### src/rtl/tdc_pkg.sv
package tdc_pkg;

    localparam int WORD_W     = 32;
    localparam int QNUM_W     = 12;
    localparam int DESC_W     = 32;
    localparam int PORT_W     = 5;

    localparam int BIT_EN     = 31;
    localparam int BIT_TD     = 30;
    localparam int BIT_RETRY  = 24;
    localparam int BIT_HOST   = 14;

    localparam logic [4:0] REC_TYPE = 5'h13;
    localparam int REC_TYPE_LSB = 27;
    localparam int REC_RX_BIT   = 16;

    typedef enum logic [1:0] {
        ST_IDLE  = 2'd0,
        ST_POP   = 2'd1,
        ST_WRITE = 2'd2,
        ST_PUSH  = 2'd3
    } tdc_state_e;

    typedef struct packed {
        logic              en;
        logic              td;
        logic              retry;
        logic              host;
        logic [QNUM_W-1:0] cq;
    } chan_cfg_t;

    function automatic logic [WORD_W-1:0] pack_cfg(input chan_cfg_t c);
        logic [WORD_W-1:0] w;
        w              = '0;
        w[BIT_EN]      = c.en;
        w[BIT_TD]      = c.td;
        w[BIT_RETRY]   = c.retry;
        w[BIT_HOST]    = c.host;
        w[QNUM_W-1:0]  = c.cq;
        return w;
    endfunction

    function automatic chan_cfg_t unpack_cfg(input logic [WORD_W-1:0] w,
                                             input logic is_rx);
        chan_cfg_t c;
        c.en    = w[BIT_EN];
        c.td    = w[BIT_TD];
        c.retry = is_rx & w[BIT_RETRY];
        c.host  = is_rx & w[BIT_HOST];
        c.cq    = w[QNUM_W-1:0];
        return c;
    endfunction

    function automatic logic [WORD_W-1:0] make_record(input logic [PORT_W-1:0] port,
                                                      input logic is_rx);
        logic [WORD_W-1:0] w;
        w                                = '0;
        w[REC_TYPE_LSB +: 5]             = REC_TYPE;
        w[REC_RX_BIT]                    = is_rx;
        w[PORT_W-1:0]                    = port;
        return w;
    endfunction

endpackage

### src/rtl/tdc_cfg_reg.sv
module tdc_cfg_reg
    import tdc_pkg::*;
#(
    parameter bit IS_RX = 1'b1
) (
    input  logic              clk,
    input  logic              rst,
    input  logic              we,
    input  logic              sel,
    input  logic [WORD_W-1:0] wdata,
    input  logic              busy,
    input  logic              td_done,
    output chan_cfg_t         cfg,
    output logic [QNUM_W-1:0] tdq,
    output logic              td_start,
    output logic [WORD_W-1:0] rdata
);

    chan_cfg_t cfg_q;
    chan_cfg_t cfg_next;
    logic [QNUM_W-1:0] tdq_q;

    // A teardown only starts on an enabled, idle channel
    assign td_start = we && !sel && wdata[BIT_TD] && cfg_q.en && !busy;

    always_comb begin
        cfg_next = unpack_cfg(wdata, IS_RX);
        if (td_start) begin
            cfg_next.en = 1'b1;
            cfg_next.td = 1'b1;
        end else begin
            cfg_next.td = 1'b0;
        end
    end

    always_ff @(posedge clk) begin
        if (rst) begin
            cfg_q <= '0;
            tdq_q <= '0;
        end else if (td_done) begin
            cfg_q.en <= 1'b0;
            cfg_q.td <= 1'b0;
        end else if (we && !busy) begin
            if (!sel) begin
                cfg_q <= cfg_next;
            end else begin
                tdq_q <= wdata[QNUM_W-1:0];
            end
        end
    end

    always_comb begin
        rdata = '0;
        if (!sel) begin
            rdata = pack_cfg(cfg_q);
        end else begin
            rdata[QNUM_W-1:0] = tdq_q;
        end
    end

    assign cfg = cfg_q;
    assign tdq = tdq_q;

endmodule

### src/rtl/tdc_record.sv
module tdc_record
    import tdc_pkg::*;
#(
    parameter int unsigned CHAN_ID = 0,
    parameter bit          IS_RX   = 1'b1
) (
    output logic [WORD_W-1:0] rec
);

    logic rx_flag;

    generate
        if (IS_RX) begin : g_rx
            assign rx_flag = 1'b1;
        end else begin : g_tx
            assign rx_flag = 1'b0;
        end
    endgenerate

    localparam logic [PORT_W-1:0] PORT = CHAN_ID[PORT_W-1:0];

    assign rec = make_record(PORT, rx_flag);

endmodule

### src/rtl/tdc_seq.sv
module tdc_seq
    import tdc_pkg::*;
(
    input  logic              clk,
    input  logic              rst,
    input  logic              td_start,
    input  logic [QNUM_W-1:0] tdq,
    input  logic [QNUM_W-1:0] cq,
    input  logic              pop_ack,
    input  logic [DESC_W-1:0] pop_desc,
    input  logic              wr_ack,
    input  logic              push_ack,
    output logic              pop_req,
    output logic [QNUM_W-1:0] pop_qnum,
    output logic              wr_req,
    output logic [DESC_W-1:0] wr_addr,
    output logic              push_req,
    output logic [QNUM_W-1:0] push_qnum,
    output logic [DESC_W-1:0] push_desc,
    output logic              busy,
    output logic              td_done
);

    tdc_state_e        state;
    logic [DESC_W-1:0] desc_q;
    logic              got_desc;

    assign got_desc = pop_ack && (pop_desc != '0);

    always_ff @(posedge clk) begin
        if (rst) begin
            state  <= ST_IDLE;
            desc_q <= '0;
        end else begin
            unique case (state)
                ST_IDLE:  if (td_start) state <= ST_POP;
                ST_POP: begin
                    // an empty answer leaves the request up for another try
                    if (got_desc) begin
                        desc_q <= pop_desc;
                        state  <= ST_WRITE;
                    end
                end
                ST_WRITE: if (wr_ack)   state <= ST_PUSH;
                ST_PUSH:  if (push_ack) state <= ST_IDLE;
                default:  state <= ST_IDLE;
            endcase
        end
    end

    assign pop_req   = (state == ST_POP);
    assign pop_qnum  = tdq;
    assign wr_req    = (state == ST_WRITE);
    assign wr_addr   = desc_q;
    assign push_req  = (state == ST_PUSH);
    assign push_qnum = cq;
    assign push_desc = desc_q;
    assign busy      = (state != ST_IDLE);
    assign td_done   = push_req && push_ack;

endmodule

### src/rtl/dma_td_ctrl.sv
module dma_td_ctrl
    import tdc_pkg::*;
#(
    parameter int unsigned CHAN_ID = 3,
    parameter bit          IS_RX   = 1'b1
) (
    input  logic              clk,
    input  logic              rst,
    input  logic              cfg_we,
    input  logic              cfg_sel,
    input  logic [WORD_W-1:0] cfg_wdata,
    output logic [WORD_W-1:0] cfg_rdata,
    output logic              busy,
    output logic              pop_req,
    output logic [QNUM_W-1:0] pop_qnum,
    input  logic              pop_ack,
    input  logic [DESC_W-1:0] pop_desc,
    output logic              rec_wr_req,
    output logic [DESC_W-1:0] rec_wr_addr,
    output logic [WORD_W-1:0] rec_wr_data,
    input  logic              rec_wr_ack,
    output logic              push_req,
    output logic [QNUM_W-1:0] push_qnum,
    output logic [DESC_W-1:0] push_desc,
    input  logic              push_ack
);

    chan_cfg_t         cfg;
    logic [QNUM_W-1:0] tdq;
    logic              td_start;
    logic              td_done;

    tdc_cfg_reg #(.IS_RX(IS_RX)) u_cfg (
        .clk      (clk),
        .rst      (rst),
        .we       (cfg_we),
        .sel      (cfg_sel),
        .wdata    (cfg_wdata),
        .busy     (busy),
        .td_done  (td_done),
        .cfg      (cfg),
        .tdq      (tdq),
        .td_start (td_start),
        .rdata    (cfg_rdata)
    );

    tdc_seq u_seq (
        .clk       (clk),
        .rst       (rst),
        .td_start  (td_start),
        .tdq       (tdq),
        .cq        (cfg.cq),
        .pop_ack   (pop_ack),
        .pop_desc  (pop_desc),
        .wr_ack    (rec_wr_ack),
        .push_ack  (push_ack),
        .pop_req   (pop_req),
        .pop_qnum  (pop_qnum),
        .wr_req    (rec_wr_req),
        .wr_addr   (rec_wr_addr),
        .push_req  (push_req),
        .push_qnum (push_qnum),
        .push_desc (push_desc),
        .busy      (busy),
        .td_done   (td_done)
    );

    tdc_record #(.CHAN_ID(CHAN_ID), .IS_RX(IS_RX)) u_rec (
        .rec (rec_wr_data)
    );

endmodule

### config.mk
export PLATFORM = sky130hd
export DESIGN_NAME = dma_td_ctrl
export DESIGN_NICKNAME = d
export VERILOG_FILES = /design/src/rtl/tdc_pkg.sv /design/src/rtl/tdc_cfg_reg.sv /design/src/rtl/tdc_record.sv /design/src/rtl/tdc_seq.sv /design/src/rtl/dma_td_ctrl.sv
export SDC_FILE = /design/constraint.sdc
export NUM_CORES = 1
export LEC_CHECK = 0
export BUFFER_PORTS_ARGS = -buffer_cell sky130_fd_sc_hd__buf_2
export CORE_MARGIN = 8
export CORE_UTILIZATION = 39
export DETAILED_ROUTE_END_ITERATION = 8
export GPL_TIMING_DRIVEN = 0
export PLACE_DENSITY_LB_ADDON = 0.12
export SLEW_MARGIN = 20
export SYNTH_ARGS = -nofsm -noshare
export SYNTH_HDL_FRONTEND = slang
export SYNTH_SLANG_ARGS = --single-unit
### constraint.sdc
create_clock -name clk -period 2.5 [get_ports clk]
set_input_delay 0.25 -clock clk [delete_from_list [all_inputs] [get_ports clk]]
set_output_delay 0.25 -clock clk [all_outputs]
set_load 0.02 [all_outputs]
Word-level counts from Yosys, hierarchy flattened --
Cells that the tools add are included.
Storage, ports and cells: register bits 62, logic and storage cells 44
Cells by class: equality and inequality tests 7, muxes and demuxes 9, bitwise gates (word level) 2, reductions and logical operators 18
Operator list (count):
- 32-bit nonzero test | 1
- 20-bit two-way mux | 1
- 12-bit two-way mux | 1
- 2-bit two-way mux | 4
- 2-bit one-hot mux with 4 select lines | 1
- 1-bit logical AND | 7
- 3-bit AND reduction | 2
- 2-bit equality test (second input constant) | 2
- 2-bit by 1-bit != test with 1-bit output (second input constant) | 2
- 2-bit != test (second input constant) | 2
- 2-bit AND reduction | 2
- 4-bit AND reduction | 1
- 2-bit by 1-bit equality test with 1-bit output (second input constant) | 1
- 1-bit zero test | 2
- 2-bit zero test | 1
- 1-bit two-way mux | 2
- 1-bit inverter | 2
- 2-bit nonzero test | 1
- 2-bit OR reduction | 1

Logic depth before layout (Yosys ltp) --
Gate-level depths: netlist of the first run.
depth after elaboration 7, mapped depth 7

By module --
Synthesis of the first run repeated with hierarchy kept, for this count alone.
Unflattened totals: cells, all modules 418, area, all modules 3972.6 µm²
By module, submodules not included:
- tdc_seq | instances 1, seq. area each 680.7 µm², area an instance 2208.4 µm², cells an instance 234
- tdc_cfg_reg | instances 1, seq. area each 560.5 µm², area an instance 1516.5 µm², cells an instance 150
- tdc_record | instances 1, seq. area each 0.0 µm², area an instance 247.7 µm², cells an instance 34

Worst setup path after synthesis of the first run --
No wires, ideal clock.
kind reg-to-reg, start point register u_seq.state[0], end point register u_seq.state[0], setup slack 0.748 ns, setup time 0.138 ns, arrival 1.615 ns, stages on the path, launching flop included 7, data required time 2.362 ns, path buffers 0, period minus slack after synthesis 1.752 ns, path through dfxtp_1 inv_1 ha_1 nor2b_1 a2111oi_4 mux2i_1 o221ai_1
Between the ends: elaborated cells on any way between the ends 13, classes of those cells eq/ne (7); mux (1); reduce/logical (5)
RTL lines:
- start, declared | RTL line tdc_seq.sv:24 | tdc_state_e state;
- start signal, assigned | RTL line tdc_seq.sv:32 | state <= ST_IDLE;
- start signal, assigned | RTL line tdc_seq.sv:36 | ST_IDLE: if (td_start) state <= ST_POP;
- start signal, assigned | RTL line tdc_seq.sv:41 | state <= ST_WRITE;
- 2-bit equality test *
- via rec_wr_req | RTL line dma_td_ctrl.sv:18 | output logic rec_wr_req,
- 2-bit by 1-bit != test with 1-bit output (no source line)
- 4-bit AND reduction (no source line)
Mark *: on every way through the listed nets, which the timed path passes. The rest lies on a longest branch. A chain may end at the register's enable or synchronous reset.

Worst setup path after layout of the first run --
start point register u_seq.state[0], end point register u_cfg.cfg_q (netlist bit u_cfg.cfg[2])
Between the ends: word-level cells in the longest chain between the ends 4, elaborated cells on any way between the ends 7, classes of those cells eq/ne (1); bitwise (1); reduce/logical (5)
Ends and longest elaborated chain:
- 2-bit equality test / 2-bit nonzero test (equally long branches) | RTL line tdc_seq.sv:55, tdc_seq.sv:58
- 1-bit logical AND / 1-bit zero test (equally long branches) | RTL line tdc_seq.sv:59, tdc_cfg_reg.sv:43
- 1-bit inverter (no source line) / 1-bit logical AND (equally long branches)
- 3-bit AND reduction (no source line) *
- end signal, assigned | RTL line tdc_cfg_reg.sv:45 | cfg_q <= cfg_next;
- end, declared | RTL line tdc_cfg_reg.sv:19 | chan_cfg_t cfg_q;
Mark *: on every way between the ends. The rest lies on a longest branch, timed or not.

==> results of run 1 <==
## metrics by stage
step	instances	utilization	power, mW
finish	751	0.5437	3.586
global route	751	0.5437	3.806
CTS	751	0.5437	3.634
global placement	735	0.5181	2.584
floorplan	463	-	2.211
detailed placement	735	0.5181	2.605
## cells in the mapped netlist, types with 2 or more instances
master,instances,area (um2)
buf_4,92,690.7
nand2b_1,64,400.4
dfxtp_1,62,1241
nand2_1,58,217.7
mux2i_1,34,340.3
a21oi_1,27,135.1
clkbuf_1,13,48.80
mux2_1,12,135.1
nor2b_1,9,56.30
nor4_1,8,50.05
buf_2,5,25.02
ha_1,5,62.56
and4_1,3,26.28
inv_1,3,11.26
nand4_1,3,18.77
nor2_1,3,11.26
a221oi_1,2,17.52
conb_1,2,7.510
nand3b_1,2,15.01
o221ai_1,2,17.52
## area by class of cell
type | instances | area share
plain buffers | 111 | 0.1551
clock buffers | 11 | 0.03057
clock inverters | 5 | 0.01642
inverters | 3 | 0.002274
multi-input cells | 287 | 0.3542
flip-flops and latches | 62 | 0.2506
well taps | 111 | 0.02804
repair buffers | 161 | 0.1627
## per-layer routing
metal / vias to the layer above / part of all wire / track usage / wire [um]
li1: 1663 / - / - / -
met1: 1475 / 0.44 / 0.1794 / 4403
met2: 131 / 0.46 / 0.2561 / 4676
met3: 8 / 0.089 / 0.06441 / 899
met4: 0 / 0.0082 / 0.04586 / 82
met5: - / 0 / 0 / 0
## registers in the layout, indices dropped and copies added (netlist names)
register	cells
u_seq.push_desc	32
u_seq.state	2
u_cfg.cfg	16
u_cfg.tdq	12
## final timing paths
kind,slack [ns],cells after the start,to
hold reg to reg,0.46,2,u_cfg.cfg[12]
hold / removal,0.16,3,u_cfg.tdq[4]
setup reg to reg,0.53,7,u_cfg.cfg[2]
setup / recovery,0.53,7,u_cfg.cfg[2]
## cell usage in the layout (no fill, tap or decap), types with 12 or more instances in the layout
cell type / Yosys / final
buf_2: 5 / 166
nand2_1: 58 / 58
mux2_1: 12 / 12
clkbuf_1: 13 / 13
mux2i_1: 34 / 34
nand2b_1: 64 / 64
a21oi_1: 27 / 27
dfxtp_1: 62 / 62
conb_1: 2 / 48
buf_4: 92 / 92
## power by group
part	internal, mW	switching [mW]
combinational	0.572	0.794
sequential	1.11	0.0988
clock	0.616	0.396
total	2.30	1.29
## worst max-delay path: cells and delay by family, from the launching register on
kind,cells,cell delay [ns]
AOI/OAI and AO/OA,1,0.15
adders and majority gates,1,0.31
buffers and inverters,2,0.52
DFF,1,0.41
and+or+nand+nor,3,0.52
## kinds of logic after synthesis
kind of cell / after synthesis
AOI/OAI and AO/OA: 34
adders and majority gates: 5
buffers and inverters: 114
DFF: 62
muxes: 46
other: 2
and+or+nand+nor: 154
==> out/results.md, run 1 <==
| Step | Metric | Value |
| --- | --- | --- |
| setup path | Most prevalent standard cell on the critical path | nand2_1 |
| floorplanning | Placement row count | 35 |
| yosys | XOR/XNOR Fraction of Synth Area | 0 |
| sta | Number of endpoints failing setup at the final stage | 0 |
| sta | Worst slack on hold paths | 0.1592 ns |
| drt | Routed WL | 10,060 um |
| drt | Number of remaining DRC errors | 0 |
| setup path | Worst reg2reg startpoint | u_seq.state[0] |
| yosys | Synth warnings | 0 |
| drt | Vias | 3,277 |
| floorplanning | Area enclosed by the die boundary | 0.01257 mm2 |
| setup path | CP max FO | 10 |
| power | Power density over the cells | 724.2 mW/mm2 |
| place | Setup WS pre-CTS | 0.5120 ns |
| layout | Multi-input combinational cell area | 0.001754 mm2 |
| yosys | Summed instance area of the synthesized netlist | 0.003602 mm2 |
| yosys | Fraction of the mapped netlist area in adder cells | 0.01737 |
| sta | Setup TNS after final layout | 0 ns |
| sta | Final max-slew violation count | 0 |
| floorplanning | Initial core utilization | 0.3955 |
| drt | Number of DRC markers after the initial detailed-route iteration | 92 |
| layout | Number of filler instances in the final layout | 880 |
| drt | Length of the first detailed-routing pass in iterations | 4 |
| drt | Via-to-Cell Ratio | 4.364 |
| flow run | Max-cap violations | 0 |
| layout | Final net count | 711 |
| drt | WL per Instance | 13.40 um |
| grt | Pin count of the biggest net entering global routing | 12 |
| yosys | Share of the yosys chip area belonging to registers | 0.3446 |
| setup path | Ordered cell list for the critical path | inv_1 > ha_1 > and3b_1 > nand2_1 > clkbuf_1 > nand2_1 > a21oi_1 |
| clocking | Total clock sinks | 62 |
| place | Number of buffers inserted by port buffering | 161 |
| clocking | TritonCTS Buffers | 9 |
| yosys | Portion of netlist area occupied by mux cells | 0.1320 |
| sta | Number of hold violations in the final report | 0 |
| clocking | Largest buffer count on any clock path | 2 |
| sta | Fmax | 508.8 MHz |
| yosys | Syn Inst Count | 417 |
| yosys | Number of synthesized flops with an enable pin | 0 |
| setup path | Critical Path Source | u_seq.state[0] |
| floorplanning | Number of top-level design ports | 227 |
| yosys | Unique masters post-synth | 28 |
| yosys | Synth Area in Simple Gates | 0.2289 |
| clocking | Setup fix buffers added after clock tree synthesis | 0 |
| sta | Share of the clock period used by the worst path after layout | 0.7861 |
| setup path | Critical Path Start Type | flip-flop |
| yosys | Mean instance size in the synthesized netlist | 8.638 um2 |
| clocking | CTS H-tree lvls | 3 |
| layout | Area of all placed cells without fillers | 0.004952 mm2 |
| yosys | Dominant register cell in the synthesized netlist | dfxtp_1 |
| grt | Total grt overflow | 0 |
| setup path | Req. time, crit path | 2.77 ns |
| worst hold path | Hold crit path type | in -> reg |
| sta | Worst clock skew | 0.01422 ns |
| clocking | CTS tree | built |
| grt | Vias in the first global route | 3,260 |
| yosys | Main combinational cell family by area after synthesis | simple AND/OR/NAND/NOR gates |
| grt | Initial antenna violation count | 0 |
| layout | Area Growth Syn to Fin | 37.48% |
| place | Final HPWL DP | 8298 um |
| floorplanning | Die X-Extent | 112.1 um |
| clocking | Clock-pin slew on the worst setup and hold paths | 0.08 ns |
| outcome | Outcome | finished clean |
| clocking | Insertion delay of the later-clocked pin in the worst-skew pair | 0.34 ns |
| sta | Unrepaired setup endpoints after global routing | no |
| grt | Aggregate global-route resource usage | 0.1551 |
| power | Static leakage | 2.595 nW |
| yosys | Fraction of registers with async set/reset | 0 |
| yosys | Share of the synthesized area in compound gates (AO/OA/AOI/OAI) | 0.05870 |
| layout | Register cell area after layout | 0.001241 mm2 |
| clocking | Root buffer cell | clkbuf_8 |
| setup path | Endpoint kind of the worst setup timing path | flip-flop |
| setup path | Crit Path Category | reg -> reg |
| layout | Share of layout cells above drive strength 1 | 0.4313 |
| clocking | Cts repair resizes | 0 |
| sta | Final WS setup | 0.5347 ns |
| place | GPL Wtd Cong | 0.7848 |
| floorplanning | Die Ht | 112.1 um |
| grt | Wire length of the first global-routing pass | 16,080 um |
| setup path | CP max-delay cell | dfxtp_1 |
| yosys | Number of storage elements in the synthesis netlist | 62 |
| place | Placed standard-cell area | 0.004720 mm2 |
| floorplanning | Floorplan core area | 0.009109 mm2 |
| layout | Antenna diode count | 0 |
| power | Peak VDD IR | 0.2884 mV |
| clocking | Number of hold buffers added after CTS | 0 |
| setup path | Crit path DAT | 2.23 ns |
| sta | Final period demand of the worst path | 1.965 ns |
| drt | Remaining antenna violation count after routing | 0 |
| setup path | CP peak stage delay | 0.41 ns |
| worst hold path | Worst Hold Launch | cfg_wdata[4] |
Note: power is estimated with default switching activity, not from simulation.
==> inputs of run 2 (changes only) <==
- clock period: 2.5 -> 1.8 ns (I/O delays scaled with it)
==> out/results.md, run 2 (same netlist as run 1, synthesis figures left out) <==
| Step | Metric | Value |
| --- | --- | --- |
| worst hold path | Hold crit path type | in -> reg |
| place | Post-Place Cells | 735 |
| setup path | Worst reg2reg startpoint | u_seq.state[1] |
| grt | Vias in the first global route | 3,248 |
| sta | Number of hold violations in the final report | 0 |
| setup path | Req. time, crit path | 1.98 ns |
| layout | Most common library cell in the layout ignoring fill and taps | buf_2 |
| setup path | Endpoint kind of the worst setup timing path | flip-flop |
| layout | Most frequent cells in the layout | buf_2, buf_4, nand2b_1 |
| worst hold path | Worst Hold Launch | cfg_wdata[4] |
| drt | Length of the first detailed-routing pass in iterations | 4 |
| setup path | CP max-delay cell | dfxtp_4 |
| clocking | Insertion delay of the later-clocked pin in the worst-skew pair | 0.34 ns |
| setup path | Critical Path Start Type | flip-flop |
| clocking | Largest buffer count on any clock path | 2 |
| layout | Number of flip-flops in the largest register | 32 |
| layout | Final net count | 710 |
| worst hold path | Hold endpoint | u_cfg.tdq[4] |
| grt | Pin count of the biggest net entering global routing | 13 |
| sta | Worst slack on hold paths | 0.08779 ns |
| setup path | CP peak stage delay | 0.39 ns |
| drt | WL per Instance | 13.45 um |
| grt | Wire length of the first global-routing pass | 16,060 um |
| clocking | CTS tree | built |
| layout | Share of layout cells above drive strength 1 | 0.4460 |
| sta | Unrepaired setup endpoints after global routing | yes |
| sta | Final max-slew violation count | 0 |
| layout | Final Non-Filler Cells | 750 |
| clocking | TritonCTS Buffers | 9 |
| layout | Area Growth Syn to Fin | 38.90% |
| place | Final HPWL DP | 8298 um |
| clocking | Number of hold buffers added after CTS | 0 |
| sta | Number of endpoints failing setup at the final stage | 0 |
| drt | Number of remaining DRC errors | 0 |
| drt | Remaining antenna violation count after routing | 0 |
| power | Power density over the cells | 1008 mW/mm2 |
| floorplanning | Area enclosed by the die boundary | 0.01257 mm2 |
| place | Number of buffers inserted by port buffering | 161 |
| floorplanning | Die Ht | 112.1 um |
| grt | Initial antenna violation count | 0 |
| drt | Number of DRC markers after the initial detailed-route iteration | 75 |
| floorplanning | Die X-Extent | 112.1 um |
| layout | Final core utilization | 0.5493 |
| clocking | Total clock sinks | 62 |
| drt | Routed WL | 10,090 um |
| clocking | Setup fix buffers added after clock tree synthesis | 0 |
| setup path | Ordered cell list for the critical path | inv_1 > ha_2 > nor2b_1 > a2111oi_4 > mux2i_1 > o221ai_1 |
| grt | Total grt overflow | 0 |
| clocking | Root buffer cell | clkbuf_8 |
| place | GPL Wtd Cong | 0.7848 |
| sta | Final period demand of the worst path | 1.692 ns |
| layout | Antenna diode count | 0 |
| setup path | Crit path DAT | 1.87 ns |
| flow run | Max-cap violations | 0 |
| setup path | Worst reg-to-reg path cell count | 6 |
| grt | Aggregate global-route resource usage | 0.1549 |
| setup path | Crit Path Category | reg -> reg |
| drt | Vias | 3,271 |
| clocking | CTS H-tree lvls | 3 |
| floorplanning | Placement row count | 35 |
| sta | Fmax | 590.9 MHz |
| floorplanning | Initial core utilization | 0.3955 |
| drt | Via-to-Cell Ratio | 4.361 |
| sta | Share of the clock period used by the worst path after layout | 0.9402 |
| setup path | Worst reg2reg endpoint | u_seq.state[1] |
| sta | Worst clock skew | 0.01424 ns |
| outcome | Outcome | finished clean |
| clocking | Clock-pin slew on the worst setup and hold paths | 0.08 ns |
| floorplanning | Number of top-level design ports | 227 |
| setup path | CP max FO | 6 |
| power | Peak VDD IR | 0.4033 mV |
| floorplanning | Floorplan core area | 0.009109 mm2 |
| worst hold path | Number of instances on the worst hold path | 3 |
| setup path | Worst setup slack for register-to-register paths | 0.11 ns |
| power | Static leakage | 2.595 nW |
==> run 2: cell count changes in the layout (fill, tap and decap cells not counted), sizes merged <==
cell  delta
buf      -1
==> run 2: where the power goes <==
group	leakage [nW]	total, mW	switching, mW	internal [mW]
clock	0.116	1.41	0.551	0.855
combinational	1.97	1.93	1.11	0.822
sequential	0.506	1.71	0.153	1.55
==> run 2: final cells by class <==
type                    instances  area (um2)
plain buffers                 110       770.7
clock buffers                  11       151.4
clock inverters                 5       81.33
fillers                       866        4105
inverters                       3       11.26
multi-input cells             287        1795
flip-flops and latches         62        1249
well taps                     111       138.9
repair buffers                161       805.8
==> run 2: critical path: cells and delay by family (launching register included) <==
| family | cells | cell delay (ns) |
|---|---|---|
| compound gates | 2 | 0.46 |
| flops | 1 | 0.39 |
| mux | 1 | 0.23 |
| fa+ha+maj | 1 | 0.22 |
| simple gates | 1 | 0.17 |
| buf+inv | 1 | 0.09 |
==> run 2: layer usage <==
metal  GRT usage  routed length [um]  vias up
li1            -                   -     1659
met1      0.1794                4434     1476
met2      0.2553                4661      127
met3     0.06441                 891        9
met4     0.04586                  99        0
met5           0                   0        -
==> run 2: how the worst max path moves through the flow <==
stage	start	to	slack (ns)	depth (start not counted)
after global placement	u_seq.state[0]	u_cfg.cfg[3]	-0.12	7
after CTS	u_seq.state[0]	u_seq.state[1]	0.001	5
after detailed placement	u_seq.state[0]	u_cfg.cfg[2]	-0.19	7
after floorplan	u_seq.state[0]	u_seq.state[0]	0.05	6
final	u_seq.state[1]	u_seq.state[1]	0.11	6
after global routing	u_seq.state[1]	u_seq.push_desc[23]	-0.02	6
==> run 2: repair_timing <==
action                     CTS  global route
resized for setup            6            10
setup endpoints to repair   20            22
pin swaps                    1             2
==> run 2: stage by stage <==
step	setup TNS, ns	power, mW	instance area [um2]	setup slack (ns)
finish	0	5.046	5004	0.1076
global route	-0.07794	5.349	5004	-0.02243
CTS	0	5.063	4962	0.001128
detailed placement	-1.730	3.617	4720	-0.1880
global placement	-1.161	3.589	4720	-0.1216
floorplan	0	3.071	3775	0.04754
==> inputs of run 3 (changes only) <==
- ABC_AREA: not set -> 1
- CORE_ASPECT_RATIO: not set -> 0.8
- CORE_UTILIZATION: 39 -> 38
- MAX_ROUTING_LAYER: not set -> met4
==> out/results.md, run 3 <==
| Step | Metric | Value |
| --- | --- | --- |
| grt | Peak-usage layer in the global routing report | met2 |
| sta | Final period demand of the worst path | 1.607 ns |
| setup path | Crit Path Category | reg -> reg |
| layout | Final Non-Filler Cells | 808 |
| grt | Initial antenna violation count | 0 |
| power | Power density over the cells | 1195 mW/mm2 |
| power | Peak VDD IR | 0.5179 mV |
| sta | Final max-slew violation count | 0 |
| grt | Vias in the first global route | 3,415 |
| sta | Transition time at the pin with the least slew margin | 0.5401 ns |
| layout | Number of flip-flops in the largest register | 32 |
| drt | Number of remaining DRC errors | 0 |
| floorplanning | Placement row count | 31 |
| place | Setup WS pre-CTS | -0.03804 ns |
| layout | Area Growth Syn to Fin | 42.24% |
| clocking | Number of hold buffers added after CTS | 0 |
| yosys | Number of storage elements in the synthesis netlist | 62 |
| power | Power share of the combinational group | 0.395 |
| yosys | Synth warnings | 0 |
| grt | Wire length of the first global-routing pass | 16,470 um |
| outcome | Outcome | finished clean |
| yosys | Share of the yosys chip area belonging to registers | 0.3615 |
| floorplanning | Floorplan core area | 0.008921 mm2 |
| clocking | Setup fix buffers added after clock tree synthesis | 0 |
| clocking | Root buffer cell | clkbuf_16 |
| yosys | Unique masters post-synth | 21 |
| sta | Number of endpoints failing setup at the final stage | 0 |
| layout | Antenna diode count | 0 |
| power | Static leakage | 2.659 nW |
| setup path | CP peak stage delay | 0.33 ns |
| worst hold path | Worst Hold Launch | cfg_wdata[1] |
| yosys | Summed instance area of the synthesized netlist | 0.003433 mm2 |
| power | Share of total power in sequential cells | 0.302 |
| setup path | CP max FO | 10 |
| floorplanning | Number of top-level design ports | 227 |
| place | Final HPWL DP | 8476 um |
| drt | Routed WL | 10,640 um |
| setup path | Req. time, crit path | 2.04 ns |
| sta | Unrepaired setup endpoints after global routing | no |
| layout | Number of filler instances in the final layout | 881 |
| place | Number of buffers inserted by port buffering | 159 |
| worst hold path | Hold crit path type | in -> reg |
| sta | Final WS setup | 0.1931 ns |
| grt | Pin count of the biggest net entering global routing | 11 |
| setup path | Delay-heaviest family, CP | buffers and inverters |
| setup path | Worst reg-to-reg path cell count | 6 |
| floorplanning | Die X-Extent | 122.3 um |
| yosys | Number of synthesized flops with an enable pin | 0 |
| layout | Final core utilization | 0.5474 |
| layout | Multi-input combinational cell area | 0.001500 mm2 |
| setup path | Critical Path Source | u_seq.state[1] |
| sta | Number of hold violations in the final report | 0 |
| grt | Grt met2 use | 0.2794 |
| yosys | Cell type with the largest total area after synthesis | dfxtp_1 |
| drt | WL per Instance | 13.17 um |
| layout | Most common library cell in the layout ignoring fill and taps | buf_2 |
| power | Psw | 2.189 mW |
| layout | Most frequent cells in the layout | buf_2, buf_4, nand2_1 |
| setup path | Critical Path Start Type | flip-flop |
| flow run | Max-cap violations | 0 |
| grt | GR Layer Usage met3 | 0.05599 |
| yosys | Fraction of registers with async set/reset | 0 |
| grt | Total grt overflow | 0 |
| sta | Setup TNS after final layout | 0 ns |
| setup path | Sum of buffers and inverters on the critical path | 3 |
| sta | Rel. slew slack | 0.6399 |
| layout | Final net count | 765 |
| setup path | Endpoint kind of the worst setup timing path | flip-flop |
| sta | Share of the clock period used by the worst path after layout | 0.8927 |
| setup path | CP max-delay cell | dfxtp_1 |
| yosys | Syn Inst Count | 473 |
| clocking | CTS H-tree lvls | 3 |
| floorplanning | Area enclosed by the die boundary | 0.01235 mm2 |
| place | GPL Wtd Cong | 0.7883 |
| setup path | Worst reg2reg startpoint | u_seq.state[1] |
| yosys | Most numerous cell types in the synthesized netlist | buf_4, nand2_1, nor2_1 |
| power | Fraction of power spent switching nets | 0.3752 |
| setup path | Ordered cell list for the critical path | inv_1 > ha_1 > clkbuf_1 > clkbuf_2 > nand4_1 > a21oi_1 |
| setup path | Logic depth of the worst setup path including buffers | 6 |
| drt | Via-to-Cell Ratio | 4.379 |
| place | Post-Place Cells | 793 |
| layout | Share of layout cells above drive strength 1 | 0.4170 |
| clocking | Insertion delay of the later-clocked pin in the worst-skew pair | 0.33 ns |
| drt | Length of the first detailed-routing pass in iterations | 4 |
| drt | Remaining antenna violation count after routing | 0 |
| clocking | Total clock sinks | 62 |
| yosys | Most frequent cell after synthesis | buf_4 |
| sta | Worst clock skew | 0.009475 ns |
| clocking | TritonCTS Buffers | 9 |
| clocking | CTS tree | built |
| worst hold path | Number of instances on the worst hold path | 3 |
| floorplanning | Die Ht | 101.0 um |
| drt | Vias | 3,538 |
| yosys | Cell types with the largest area share after synthesis | dfxtp_1, buf_4, nand2_1, nor2_1, nand4_1 |
| setup path | Crit path DAT | 1.85 ns |
| yosys | Post-synth top area share | 0.3615 |
| clocking | Clock-pin slew on the worst setup and hold paths | 0.05 ns |
| yosys | Dominant register cell in the synthesized netlist | dfxtp_1 |
| power | Clock power share | 0.304 |
| clocking | Largest buffer count on any clock path | 2 |
| floorplanning | Initial core utilization | 0.3849 |
| sta | Fmax | 622.3 MHz |
| grt | Aggregate global-route resource usage | 0.1693 |
| layout | Register cell area after layout | 0.001241 mm2 |
| yosys | Mean instance size in the synthesized netlist | 7.259 um2 |
| power | Pint | 3.645 mW |
| drt | Number of DRC markers after the initial detailed-route iteration | 218 |
| grt | Met1 track demand over resource in global routing | 0.1985 |
==> run 3: changes by cell type in the layout (fill, tap and decap cells not counted), sizes merged, moves of 8 or more <==
cell    delta
nor4       -8
mux2i     -34
nor2      +74
nand2b    -64
o21ai     +28
nand4     +31
a21oi     +11
nor2b      -9
mux2      -12
inv       +12
nand2     +26
==> run 3: layout make-up <==
cell class,count,area share
clock buffers,12,0.05457
clock inverters,3,0.008711
multi-input cells,323,0.3072
inverters,15,0.01153
plain buffers,119,0.1714
repair buffers,159,0.1630
flip-flops and latches,62,0.2542
well taps,115,0.02946
==> run 3: through the flow <==
step                      total power, mW  hold slack (ns)  instance area [um2]
after floorplan                     3.387           0.3149                 3606
final                               5.834          0.09371                 4883
after global placement              4.014           0.4134                 4546
after detailed placement            4.052           0.4266                 4546
after CTS                           5.842          0.08842                 4856
after global routing                6.204          0.08948                 4883
==> run 3: final timing paths <==
kind | slack (ns) | endpoint
setup / recovery | 0.19 | u_seq.push_desc[13]
hold / removal | 0.09 | u_cfg.tdq[1]
setup reg to reg | 0.19 | u_seq.push_desc[13]
hold reg to reg | 0.46 | u_cfg.cfg[12]
==> run 3: worst register-to-register path, stage by stage, from the launching register on <==
cell and delay, ns:
dfxtp_1 0.33, inv_1 0.11, ha_1 0.17, clkbuf_1 0.32
clkbuf_2 0.29, nand4_1 0.13, a21oi_1 0.18
==> run 3: cells by family after synthesis <==
kind of cell / synth area share
AND/OR/NAND/NOR: 0.2598
buffers and inverters: 0.2573
AO/OA/AOI/OAI: 0.1009
flip-flops: 0.3615
adder cells (fa/ha/maj): 0.01822
other: 0.002187
==> run 3: metal layers <==
layer / vias up / part of all wire
met2: 140 / 0.48
met4: 0 / 0.0074
li1: 1825 / -
met5: - / 0
met3: 11 / 0.090
met1: 1562 / 0.42
==> run 3: power groups by stage <==
stage	combinational (mW)	clock, mW	sequential, mW
finish	2.30	1.77	1.76
global route	2.53	1.88	1.79
CTS	2.28	1.81	1.76
detailed placement	2.27	0	1.78
global placement	2.24	0	1.78
floorplan	1.48	0	1.91
==> run 3: what timing repair did <==
| action | 4_1_cts | 5_1_grt |
|---|---|---|
| gates cloned | 0 | 0 |
| pin swaps | 0 | 0 |
| resized for setup | 1 | 13 |
| setup endpoints to repair | 8 | 52 |
